**src/rtl/axil_mst_pkg.sv**
```systemverilog
`timescale 1ns/1ps
package axil_mst_pkg;

    typedef enum logic [2:0] {
        ST_IDLE,
        ST_RADDR,
        ST_RDATA,
        ST_WADDR,
        ST_WRESP,
        ST_REPLY,
        ST_HALT
    } mst_state_e;

    localparam int NUM_CHAN = 5;
    localparam int CH_AR    = 0;
    localparam int CH_R     = 1;
    localparam int CH_AW    = 2;
    localparam int CH_W     = 3;
    localparam int CH_B     = 4;

    localparam logic [3:0] CODE_IDLE     = 4'd0;
    localparam logic [3:0] CODE_RUN      = 4'd1;
    localparam logic [3:0] CODE_TMO_BASE = 4'd2;
    localparam logic [3:0] CODE_RSP_BASE = 4'd7;

    function automatic logic [3:0] tmo_code(input int unsigned ch);
        return CODE_TMO_BASE + 4'(ch);
    endfunction

    function automatic logic [3:0] rsp_code(input logic [1:0] resp);
        return CODE_RSP_BASE + {2'b00, resp};
    endfunction

    function automatic logic is_tmo(input logic [3:0] code);
        return (code >= CODE_TMO_BASE) && (code < CODE_RSP_BASE);
    endfunction

endpackage

```
**src/rtl/axil_chan_wdog.sv**
```systemverilog
`timescale 1ns/1ps
// Counts consecutive cycles spent waiting on one handshake; flags expiry
// in the cycle after LIMIT waiting cycles have gone by without completion.
module axil_chan_wdog #(
    parameter int LIMIT = 64
) (
    input  logic clk_i,
    input  logic rst_ni,
    input  logic wait_i,
    output logic expire_o
);
    localparam int CNT_W = $clog2(LIMIT + 1);
    localparam logic [CNT_W-1:0] CNT_MAX = CNT_W'(LIMIT);

    logic [CNT_W-1:0] cnt_d, cnt_q;

    always_comb begin
        cnt_d = cnt_q;
        if (!wait_i) begin
            cnt_d = '0;
        end else if (cnt_q != CNT_MAX) begin
            cnt_d = cnt_q + 1'b1;
        end
    end

    always_ff @(posedge clk_i) begin
        if (!rst_ni) begin
            cnt_q <= '0;
        end else begin
            cnt_q <= cnt_d;
        end
    end

    assign expire_o = wait_i && (cnt_q == CNT_MAX);

endmodule

```
**src/rtl/axil_ot_count.sv**
```systemverilog
`timescale 1ns/1ps
// Outstanding-request counter: one up per pop, one down per response push.
module axil_ot_count #(
    parameter int MAX_OT = 4
) (
    input  logic clk_i,
    input  logic rst_ni,
    input  logic inc_i,
    input  logic dec_i,
    output logic busy_o
);
    localparam int CNT_W = $clog2(MAX_OT + 1);

    logic [CNT_W-1:0] cnt_d, cnt_q;

    always_comb begin
        cnt_d = cnt_q + CNT_W'(inc_i) - CNT_W'(dec_i);
    end

    always_ff @(posedge clk_i) begin
        if (!rst_ni) begin
            cnt_q <= '0;
        end else begin
            cnt_q <= cnt_d;
        end
    end

    assign busy_o = (cnt_q != '0);

endmodule

```
**src/rtl/axil_req_master.sv**
```systemverilog
`timescale 1ns/1ps
module axil_req_master
    import axil_mst_pkg::*;
#(
    parameter int              ADDR_W      = 32,
    parameter int              DATA_W      = 32,
    parameter int              ID_W        = 4,
    parameter logic [ID_W-1:0] TXN_ID      = '0,
    parameter int              TIMEOUT_CYC = 1024,
    parameter int              MAX_OT      = 4
) (
    input  logic                  clk_i,
    input  logic                  rst_ni,
    input  logic                  req_empty_i,
    output logic                  req_pop_o,
    input  logic [ADDR_W-1:0]     req_addr_i,
    input  logic [DATA_W-1:0]     req_wdata_i,
    input  logic [DATA_W/8-1:0]   req_wstrb_i,
    input  logic [2:0]            req_size_i,
    input  logic                  req_write_i,
    input  logic                  rsp_full_i,
    output logic                  rsp_push_o,
    output logic [DATA_W-1:0]     rsp_rdata_o,
    output logic                  busy_o,
    output logic [3:0]            status_o,
    output logic [ID_W-1:0]       m_arid_o,
    output logic [ADDR_W-1:0]     m_araddr_o,
    output logic [2:0]            m_arsize_o,
    output logic                  m_arvalid_o,
    input  logic                  m_arready_i,
    input  logic [DATA_W-1:0]     m_rdata_i,
    input  logic [1:0]            m_rresp_i,
    input  logic                  m_rvalid_i,
    output logic                  m_rready_o,
    output logic [ID_W-1:0]       m_awid_o,
    output logic [ADDR_W-1:0]     m_awaddr_o,
    output logic [2:0]            m_awsize_o,
    output logic                  m_awvalid_o,
    input  logic                  m_awready_i,
    output logic [DATA_W-1:0]     m_wdata_o,
    output logic [DATA_W/8-1:0]   m_wstrb_o,
    output logic                  m_wvalid_o,
    input  logic                  m_wready_i,
    input  logic [1:0]            m_bresp_i,
    input  logic                  m_bvalid_i,
    output logic                  m_bready_o
);
    localparam int STRB_W = DATA_W / 8;

    typedef struct packed {
        mst_state_e          st;
        logic [ADDR_W-1:0]   addr;
        logic [DATA_W-1:0]   data;
        logic [STRB_W-1:0]   strb;
        logic [2:0]          size;
        logic                aw_done;
        logic                w_done;
        logic [3:0]          code;
    } mst_regs_t;

    mst_regs_t d, q;

    logic [NUM_CHAN-1:0] chan_wait;
    logic [NUM_CHAN-1:0] chan_expire;
    logic                pop, push;

    // Handshake waits per channel, in package channel order.
    assign chan_wait[CH_AR] = m_arvalid_o && !m_arready_i;
    assign chan_wait[CH_R]  = m_rready_o  && !m_rvalid_i;
    assign chan_wait[CH_AW] = m_awvalid_o && !m_awready_i;
    assign chan_wait[CH_W]  = m_wvalid_o  && !m_wready_i;
    assign chan_wait[CH_B]  = m_bready_o  && !m_bvalid_i;

    for (genvar ch = 0; ch < NUM_CHAN; ch++) begin : g_wdog
        axil_chan_wdog #(
            .LIMIT    (TIMEOUT_CYC)
        ) i_wdog (
            .clk_i    (clk_i),
            .rst_ni   (rst_ni),
            .wait_i   (chan_wait[ch]),
            .expire_o (chan_expire[ch])
        );
    end

    axil_ot_count #(
        .MAX_OT (MAX_OT)
    ) i_ot (
        .clk_i  (clk_i),
        .rst_ni (rst_ni),
        .inc_i  (pop),
        .dec_i  (push),
        .busy_o (busy_o)
    );

    always_comb begin
        logic aw_now, w_now;
        d      = q;
        pop    = 1'b0;
        push   = 1'b0;
        aw_now = 1'b0;
        w_now  = 1'b0;
        unique case (q.st)
            ST_IDLE: begin
                if (!req_empty_i) begin
                    pop       = 1'b1;
                    d.addr    = req_addr_i;
                    d.data    = req_write_i ? req_wdata_i : '0;
                    d.strb    = req_wstrb_i;
                    d.size    = req_size_i;
                    d.aw_done = 1'b0;
                    d.w_done  = 1'b0;
                    d.code    = CODE_RUN;
                    d.st      = req_write_i ? ST_WADDR : ST_RADDR;
                end
            end
            ST_RADDR: begin
                if (m_arready_i) begin
                    d.st = ST_RDATA;
                end else if (chan_expire[CH_AR]) begin
                    d.code = tmo_code(CH_AR);
                    d.st   = ST_REPLY;
                end
            end
            ST_RDATA: begin
                if (m_rvalid_i) begin
                    d.data = m_rdata_i;
                    d.code = rsp_code(m_rresp_i);
                    d.st   = ST_REPLY;
                end else if (chan_expire[CH_R]) begin
                    d.code = tmo_code(CH_R);
                    d.st   = ST_REPLY;
                end
            end
            ST_WADDR: begin
                aw_now    = q.aw_done || m_awready_i;
                w_now     = q.w_done  || m_wready_i;
                d.aw_done = aw_now;
                d.w_done  = w_now;
                if (aw_now && w_now) begin
                    d.data = '0;
                    d.st   = ST_WRESP;
                end else if (chan_expire[CH_AW]) begin
                    d.data = '0;
                    d.code = tmo_code(CH_AW);
                    d.st   = ST_REPLY;
                end else if (chan_expire[CH_W]) begin
                    d.data = '0;
                    d.code = tmo_code(CH_W);
                    d.st   = ST_REPLY;
                end
            end
            ST_WRESP: begin
                if (m_bvalid_i) begin
                    d.code = rsp_code(m_bresp_i);
                    d.st   = ST_REPLY;
                end else if (chan_expire[CH_B]) begin
                    d.code = tmo_code(CH_B);
                    d.st   = ST_REPLY;
                end
            end
            ST_REPLY: begin
                if (!rsp_full_i) begin
                    push = 1'b1;
                    d.st = is_tmo(q.code) ? ST_HALT : ST_IDLE;
                end
            end
            default: begin
                d.st = ST_HALT;
            end
        endcase
    end

    always_ff @(posedge clk_i) begin
        if (!rst_ni) begin
            q.st      <= ST_IDLE;
            q.addr    <= '0;
            q.data    <= '0;
            q.strb    <= '0;
            q.size    <= '0;
            q.aw_done <= 1'b0;
            q.w_done  <= 1'b0;
            q.code    <= CODE_IDLE;
        end else begin
            q <= d;
        end
    end

    assign req_pop_o   = pop;
    assign rsp_push_o  = push;
    assign rsp_rdata_o = q.data;
    assign status_o    = q.code;

    assign m_arid_o    = TXN_ID;
    assign m_araddr_o  = q.addr;
    assign m_arsize_o  = q.size;
    assign m_arvalid_o = (q.st == ST_RADDR);
    assign m_rready_o  = (q.st == ST_RDATA);

    assign m_awid_o    = TXN_ID;
    assign m_awaddr_o  = q.addr;
    assign m_awsize_o  = q.size;
    assign m_awvalid_o = (q.st == ST_WADDR) && !q.aw_done;
    assign m_wdata_o   = q.data;
    assign m_wstrb_o   = q.strb;
    assign m_wvalid_o  = (q.st == ST_WADDR) && !q.w_done;
    assign m_bready_o  = (q.st == ST_WRESP);

endmodule


```
**config.mk**
```make
export PLATFORM = sky130hd
export DESIGN_NAME = axil_req_master
export DESIGN_NICKNAME = d
export VERILOG_FILES = /design/src/rtl/axil_mst_pkg.sv /design/src/rtl/axil_chan_wdog.sv /design/src/rtl/axil_ot_count.sv /design/src/rtl/axil_req_master.sv
export SDC_FILE = /design/constraint.sdc
export NUM_CORES = 1
export LEC_CHECK = 0
export BUFFER_PORTS_ARGS = -buffer_cell sky130_fd_sc_hd__buf_2
export CORE_MARGIN = 5
export CORE_UTILIZATION = 50
export CTS_CLUSTER_SIZE = 25
export DETAILED_ROUTE_END_ITERATION = 6
export GPL_TIMING_DRIVEN = 0
export PLACE_DENSITY = 0.81
export SYNTH_ARGS = -nofsm -noshare
export SYNTH_HDL_FRONTEND = slang
export SYNTH_SLANG_ARGS = --single-unit
export TNS_END_PERCENT = 50
```
**constraint.sdc**
```tcl
create_clock -name clk_i -period 2.5 [get_ports clk_i]
set_input_delay 0.375 -clock clk_i [delete_from_list [all_inputs] [get_ports clk_i]]
set_output_delay 0.375 -clock clk_i [all_outputs]
set_load 0.1 [all_outputs]
```
==> out/metrics.cfg, run 1 <==
[floorplanning]
die_w_um=133.0
io_pins=275
num_rows=45
die_h_um=133.0
fp.dieArea_mm2=0.01769
coreArea_mm2=0.01503
start_util_pct=50.31

[critical_path]
worst_setup_path_start_kind=register
r2r_slack_ns=0.27
reg2reg_to=i_ot.cnt_q[2]
crit_arrival_ns=1.98
r2r_start=q[79]
crit_fanout=14
critical_path_class=register to output pin
end_kind=output pin
required_ns=2.12
rr_worst_depth=9

[global_route]
grt_antenna_before_repair=2
grt_max_degree=17
grt_pass1_wl_um=31290
grt_usage_pct=21.58
grt_pass1_vias=6411
grt-ovfl-total=0

[synthesis]
seq_area_frac_synth_pct=36.53
synth_ff_type=dfxtp_1
synth.distinct_cells=61
avgSynthCellArea_um2=8.595
yosys_register_bits=138
synth_cells=880
synth_area_mm2=0.007564
synth-warning-count=0
ys_async_sr_fraction_pct=0
synth-edff-count=0

[place]
gp_congestion=0.8159
dp_hpwl_um=15230
dp.cells=1340
portBuffers=265

[detailed_routing]
dr.pass1.iters=7
vias=6680
drt_iter0_drc=269
route.detailed.drc=0
avgViaCountPerCell=4.872
wl_um=19470
ant_nets=0
wire_per_inst_um=14.20

[finish]
layout.nets=1302
fillers=1268
stdcell_count=1371
seqCellArea_mm2=0.002766
syn_to_final_growth_pct=29.81
drive_gt1_share_pct=41.25
antenna_cells=0
multiInputGateArea_mm2=0.003388

[clock_tree]
cts_tree=built
clk_pin_slew_ns=0.06
postCtsHoldBufs=0
clk_latency_ns=0.42
h-tree-depth=4
numCtsBuffers=17
clockRootBuffer=clkbuf_16
clk_path_buf_depth=2
numClockSinks=138

[sta]
period_needed_ns=2.357
timing.hold.ws_ns=0.1960
worstMarginPinSlew_ns=0.5565
fin_crit_sh_pct=94.29
slew_headroom_pct=62.90
drv_slew=0
rsz0062_at_grt=no
clock.fmax_mhz=424.2
skew_ns=0.007674
setup_viol=0
hold_viol=0

[run_status]
status=complete, no violations

[min_path]
min_path_cells=3
hp-class=primary input to register
min_to=m_araddr_o[4]
min_from=req_addr_i[4]

[run]
drv_cap=0

-- layout make-up --
cell class	instances	area share, %
sequential	138	28.18
inverter	26	1.019
buffer	189	14.07
tap	188	2.396
clock buffer	22	5.047
clock inverter	10	1.147
timing repair buffer	265	13.64
multi-input combinational	533	34.51
-- cells by family (layout without fill, tap and decap cells) --
group	count (synthesis)	in the layout	synth area share, %
AND/OR/NAND/NOR	312	312	20.03
adder cells (fa/ha/maj)	15	15	2.581
XOR/XNOR	46	46	5.327
AO/OA/AOI/OAI	146	146	15.47
flip-flops	138	138	36.53
buffers and inverters	216	512	19.21
other	1	8	0.04958
multiplexers	6	6	0.8106
-- cell usage in the layout, fill, tap and decap left out, drive strengths merged, types with 5 or more instances in the layout --
| master | n |
|---|---|
| nor4 | 9 |
| a21boi | 40 |
| nand4 | 9 |
| nor2 | 70 |
| clkinv | 5 |
| o21ai | 7 |
| a21oi | 16 |
| ha | 14 |
| inv | 27 |
| nand2 | 134 |
| nor3b | 5 |
| and3 | 14 |
| and2 | 6 |
| conb | 8 |
| clkbuf | 43 |
| o211a | 32 |
| dfxtp | 138 |
| xnor2 | 21 |
| nand3b | 6 |
| nand2b | 7 |
| nand3 | 33 |
| mux2i | 5 |
| buf | 432 |
| a22oi | 34 |
| xor2 | 25 |
-- sequential cells by signal, summed over array words and instances, names as in the netlist --
register and flops:
m_arsize_o 3, g_wdog.i_wdog.cnt_q 55, m_araddr_o 32, status_o 4, m_wstrb_o 4, q 5
i_ot.cnt_q 3, m_wdata_o 32
-- per-layer routing --
metal  vias to the layer above  global-route usage, %  share of wire [%]
met2                       194                  39.28                 52
met3                        22                  4.791                5.4
met5                         -                      0               0.11
met4                         4                  7.275                1.4
li1                       3399                      -                  -
met1                      3061                  24.86                 42
-- through the flow --
stage	setup TNS, ns	instance area (um2)	utilization (%)	worst slack (ns)
finish	0	9818	65.31	0.1428
global route	0	9818	65.31	0.04390
CTS	0	9813	65.28	0.01865
detailed placement	0	9200	61.20	0.1858
global placement	0	9200	61.20	0.1762
floorplan	-0.7723	7639	-	-0.2303
-- timing repair --
item	in CTS	in global routing
setup endpoints to repair	1	2
cloned	0	0
endpoints found under the hold margin	0	0
setup buffers	0	0
resized for setup	3	2
-- critical path, stage by stage (launching register included) --
cell      delay (ns)
dfxtp_1         0.34
buf_6           0.15
nor3_1          0.30
nand2b_1        0.09
clkbuf_1        0.24
inv_4           0.22
buf_8           0.22
-- cells in the mapped netlist (all sizes together) (3+ instances only) --
cell type	count	share of area, %
a21boi	40	4.0
a21oi	16	1.1
a22oi	34	3.4
a31oi	3	0.25
and2	6	0.50
and3	14	1.2
buf	169	17
clkbuf	20	0.99
dfxtp	138	37
ha	14	2.3
inv	26	1.3
mux2i	5	0.66
nand2	134	6.7
nand2b	7	0.58
nand3	33	2.2
nand3b	6	0.60
nand4	9	0.91
nor2	70	3.5
nor2b	4	0.33
nor3	3	0.20
nor3b	5	0.78
nor4	9	1.3
o211a	32	4.2
o21ai	7	0.46
or3	3	0.25
xnor2	21	2.4
xor2	25	2.9
-- worst max path at each step --
stage | end | from
finish | req_pop_o | q[79]
global route | req_pop_o | q[79]
CTS | m_rready_o | q[79]
detailed placement | i_ot.cnt_q[1] | q[79]
global placement | i_ot.cnt_q[1] | q[79]
floorplan | i_ot.cnt_q[1] | q[77]
Power of run 1 is left out: the tool's default activity adds up to more than one toggle a clock period on the data nets, which glitch-free logic cannot reach.
==> run 2, diff against run 1 <==
--- a/config.mk
+++ b/config.mk
@@ -12,6 +12,7 @@
 export DETAILED_ROUTE_END_ITERATION = 6
 export GPL_TIMING_DRIVEN = 0
 export PLACE_DENSITY = 0.81
+export RECOVER_POWER = 50
 export SYNTH_ARGS = -nofsm -noshare
 export SYNTH_HDL_FRONTEND = slang
 export SYNTH_SLANG_ARGS = --single-unit
==> run 2 against run 1 <==
Effect of this change:
- critical path type unchanged
- final cell count unchanged
- global-route usage stayed put
- sequential cell count did not move
- design area fell by 1.5%
- non-clock buffer count unchanged
- die area stayed put
- critical endpoint is now rsp_push_o
- utilization decreased by 0.97 points
- worst hold slack got worse by 0.00098 ns
- register-to-register slack worse by 0.04 ns
- sequential share of layout area is 0.39 points higher
- fmax decreased by 0.83%
- via count up 0.33%
==> out/metrics.cfg, run 2 (synthesized netlist as in run 1, its figures left out) <==
[critical_path]
cp.buffers_inverters=3  ; -1
crit_fanout=10  ; -4
startpoint=q[77]
path_cells=buf_6 -> clkbuf_8 -> nand2_2 -> nor3_4 -> buf_2
crit_path_max_incr_delay_ns=0.47  ; +0.13 ns
critical_path_class=register to output pin
required_ns=2.12  ; about the same
crit_family=buffers and inverters
r2r_start=q[77]
reg2reg_to=i_ot.cnt_q[2]
critPathSlowestCell=buf_2
rr_worst_depth=10  ; +1
end_kind=output pin
crit_arrival_ns=2.00  ; +0.02 ns
worst_setup_path_start_kind=register
r2r_slack_ns=0.23  ; -0.04 ns

[sta]
setup_viol=0  ; unchanged
period_needed_ns=2.377  ; +0.01971 ns
clock.fmax_mhz=420.7  ; -0.83%
worstMarginPinSlew_ns=1.210  ; +0.6538 ns
setup_ws_ns=0.1231  ; -0.01971 ns
drv_slew=0  ; unchanged
hold_viol=0  ; unchanged
fin_crit_sh_pct=95.08  ; +0.79 points
slew_headroom_pct=19.65  ; -43 points
rsz0062_at_grt=no
skew_ns=0.009456  ; +0.001782 ns

[detailed_routing]
ant_nets=0  ; unchanged
route.detailed.drc=0  ; unchanged
wl_um=19660  ; +0.94%
dr.pass1.iters=7  ; unchanged
wire_per_inst_um=14.34  ; +0.94%
vias=6702  ; +0.33%
avgViaCountPerCell=4.888  ; +0.33%
drt_iter0_drc=233  ; -13%

[global_route]
grt-ovfl-total=0  ; unchanged
grt_usage_pct=21.58  ; unchanged
grt_pass1_vias=6411  ; unchanged
grt_pass1_wl_um=31290  ; unchanged
grt_antenna_before_repair=2  ; unchanged
grt_max_degree=17  ; unchanged

[finish]
syn_to_final_growth_pct=27.87
mostFrequentLayoutCells=161 x buf_2, 154 x buf_4, 138 x dfxtp_1
antenna_cells=0  ; unchanged
drive_gt1_share_pct=31.87  ; -9.4 points
layout.nets=1302  ; unchanged
regMostFlops=g_wdog.i_wdog.cnt_q
largest_reg_flops=55  ; unchanged
final_common_cell=buf_2

[min_path]
hp-class=primary input to register
min_to=m_araddr_o[4]
min_path_cells=3  ; unchanged
min_from=req_addr_i[4]

[clock_tree]
cts_tree=built
numCtsBuffers=17  ; unchanged
h-tree-depth=4  ; unchanged
clk_path_buf_depth=2  ; unchanged
postCtsHoldBufs=0  ; unchanged
clockRootBuffer=clkbuf_16
numClockSinks=138  ; unchanged
clk_pin_slew_ns=0.06  ; about the same
clk_latency_ns=0.42  ; about the same

[floorplanning]
die_w_um=133.0  ; unchanged
start_util_pct=50.31  ; unchanged
coreArea_mm2=0.01503  ; unchanged
die_h_um=133.0  ; unchanged
num_rows=45  ; unchanged
fp.dieArea_mm2=0.01769  ; unchanged
io_pins=275  ; unchanged

[place]
gp_congestion=0.8159  ; unchanged
dp_hpwl_um=15230  ; unchanged
portBuffers=265  ; unchanged
dp_slack_ns=0.1858  ; unchanged

[run_status]
status=complete, no violations

[run]
drv_cap=0  ; unchanged

==> run 2: changes by cell type in the layout (fill, tap and decap cells not counted), sizes merged <==
cell | before | now
buf | 432 | 324
clkbuf | 43 | 151
==> run 2: cell type report <==
cell class	instances	area, um2
Clock inverter	10	112.6
Fill cell	1346	5361
Buffer	189	1380
Sequential cell	138	2763
Multi-Input combinational cell	533	3381
Clock buffer	22	495.5
Inverter	26	100.1
Timing Repair Buffer	265	1205
Tap cell	188	235.2
==> run 2: metrics by stage <==
step                hold WS (ns)  utilization (%)  cell area (um2)  setup TNS [ns]  instances
global route              0.1941            64.34             9672               0       1371
global placement          0.4430            61.20             9200               0       1340
floorplan                 0.4354                -             7639         -0.7723        887
CTS                       0.1783            65.28             9813               0       1371
finish                    0.1950            64.34             9672               0       1371
detailed placement        0.4463            61.20             9200               0       1340
==> run 2: worst max-delay path by stage <==
| stage | cells past startpoint | end |
|---|---|---|
| CTS | 4 | m_rready_o |
| detailed placement | 9 | i_ot.cnt_q[1] |
| floorplan | 9 | i_ot.cnt_q[1] |
| global route | 5 | rsp_push_o |
| global placement | 9 | i_ot.cnt_q[1] |
| finish | 5 | rsp_push_o |
==> run 2: worst reg2reg max path, delay by kind of cell (launching register included) <==
family        cells  cell delay (ns)
fa+ha+maj         3             0.74
flops             1             0.46
buf+inv           3             0.39
xor+xnor          1             0.13
simple gates      3             0.46
==> run 2: layer usage <==
metal  part of all wire, %  global-route usage [%]  wire, um
met1                    42                   24.86      8205
met2                    51                   39.28     10010
met3                   5.7                   4.791      1122
met4                   1.5                   7.275       296
met5                  0.11                       0        21
==> run 2: timing repair <==
item,CTS,global route
setup buffers,0,0
setup endpoints to repair,1,2
hold endpoints to repair,0,0
pin swaps,0,0
gates resized for setup,3,2
Power of run 2 is left out for the same reason.
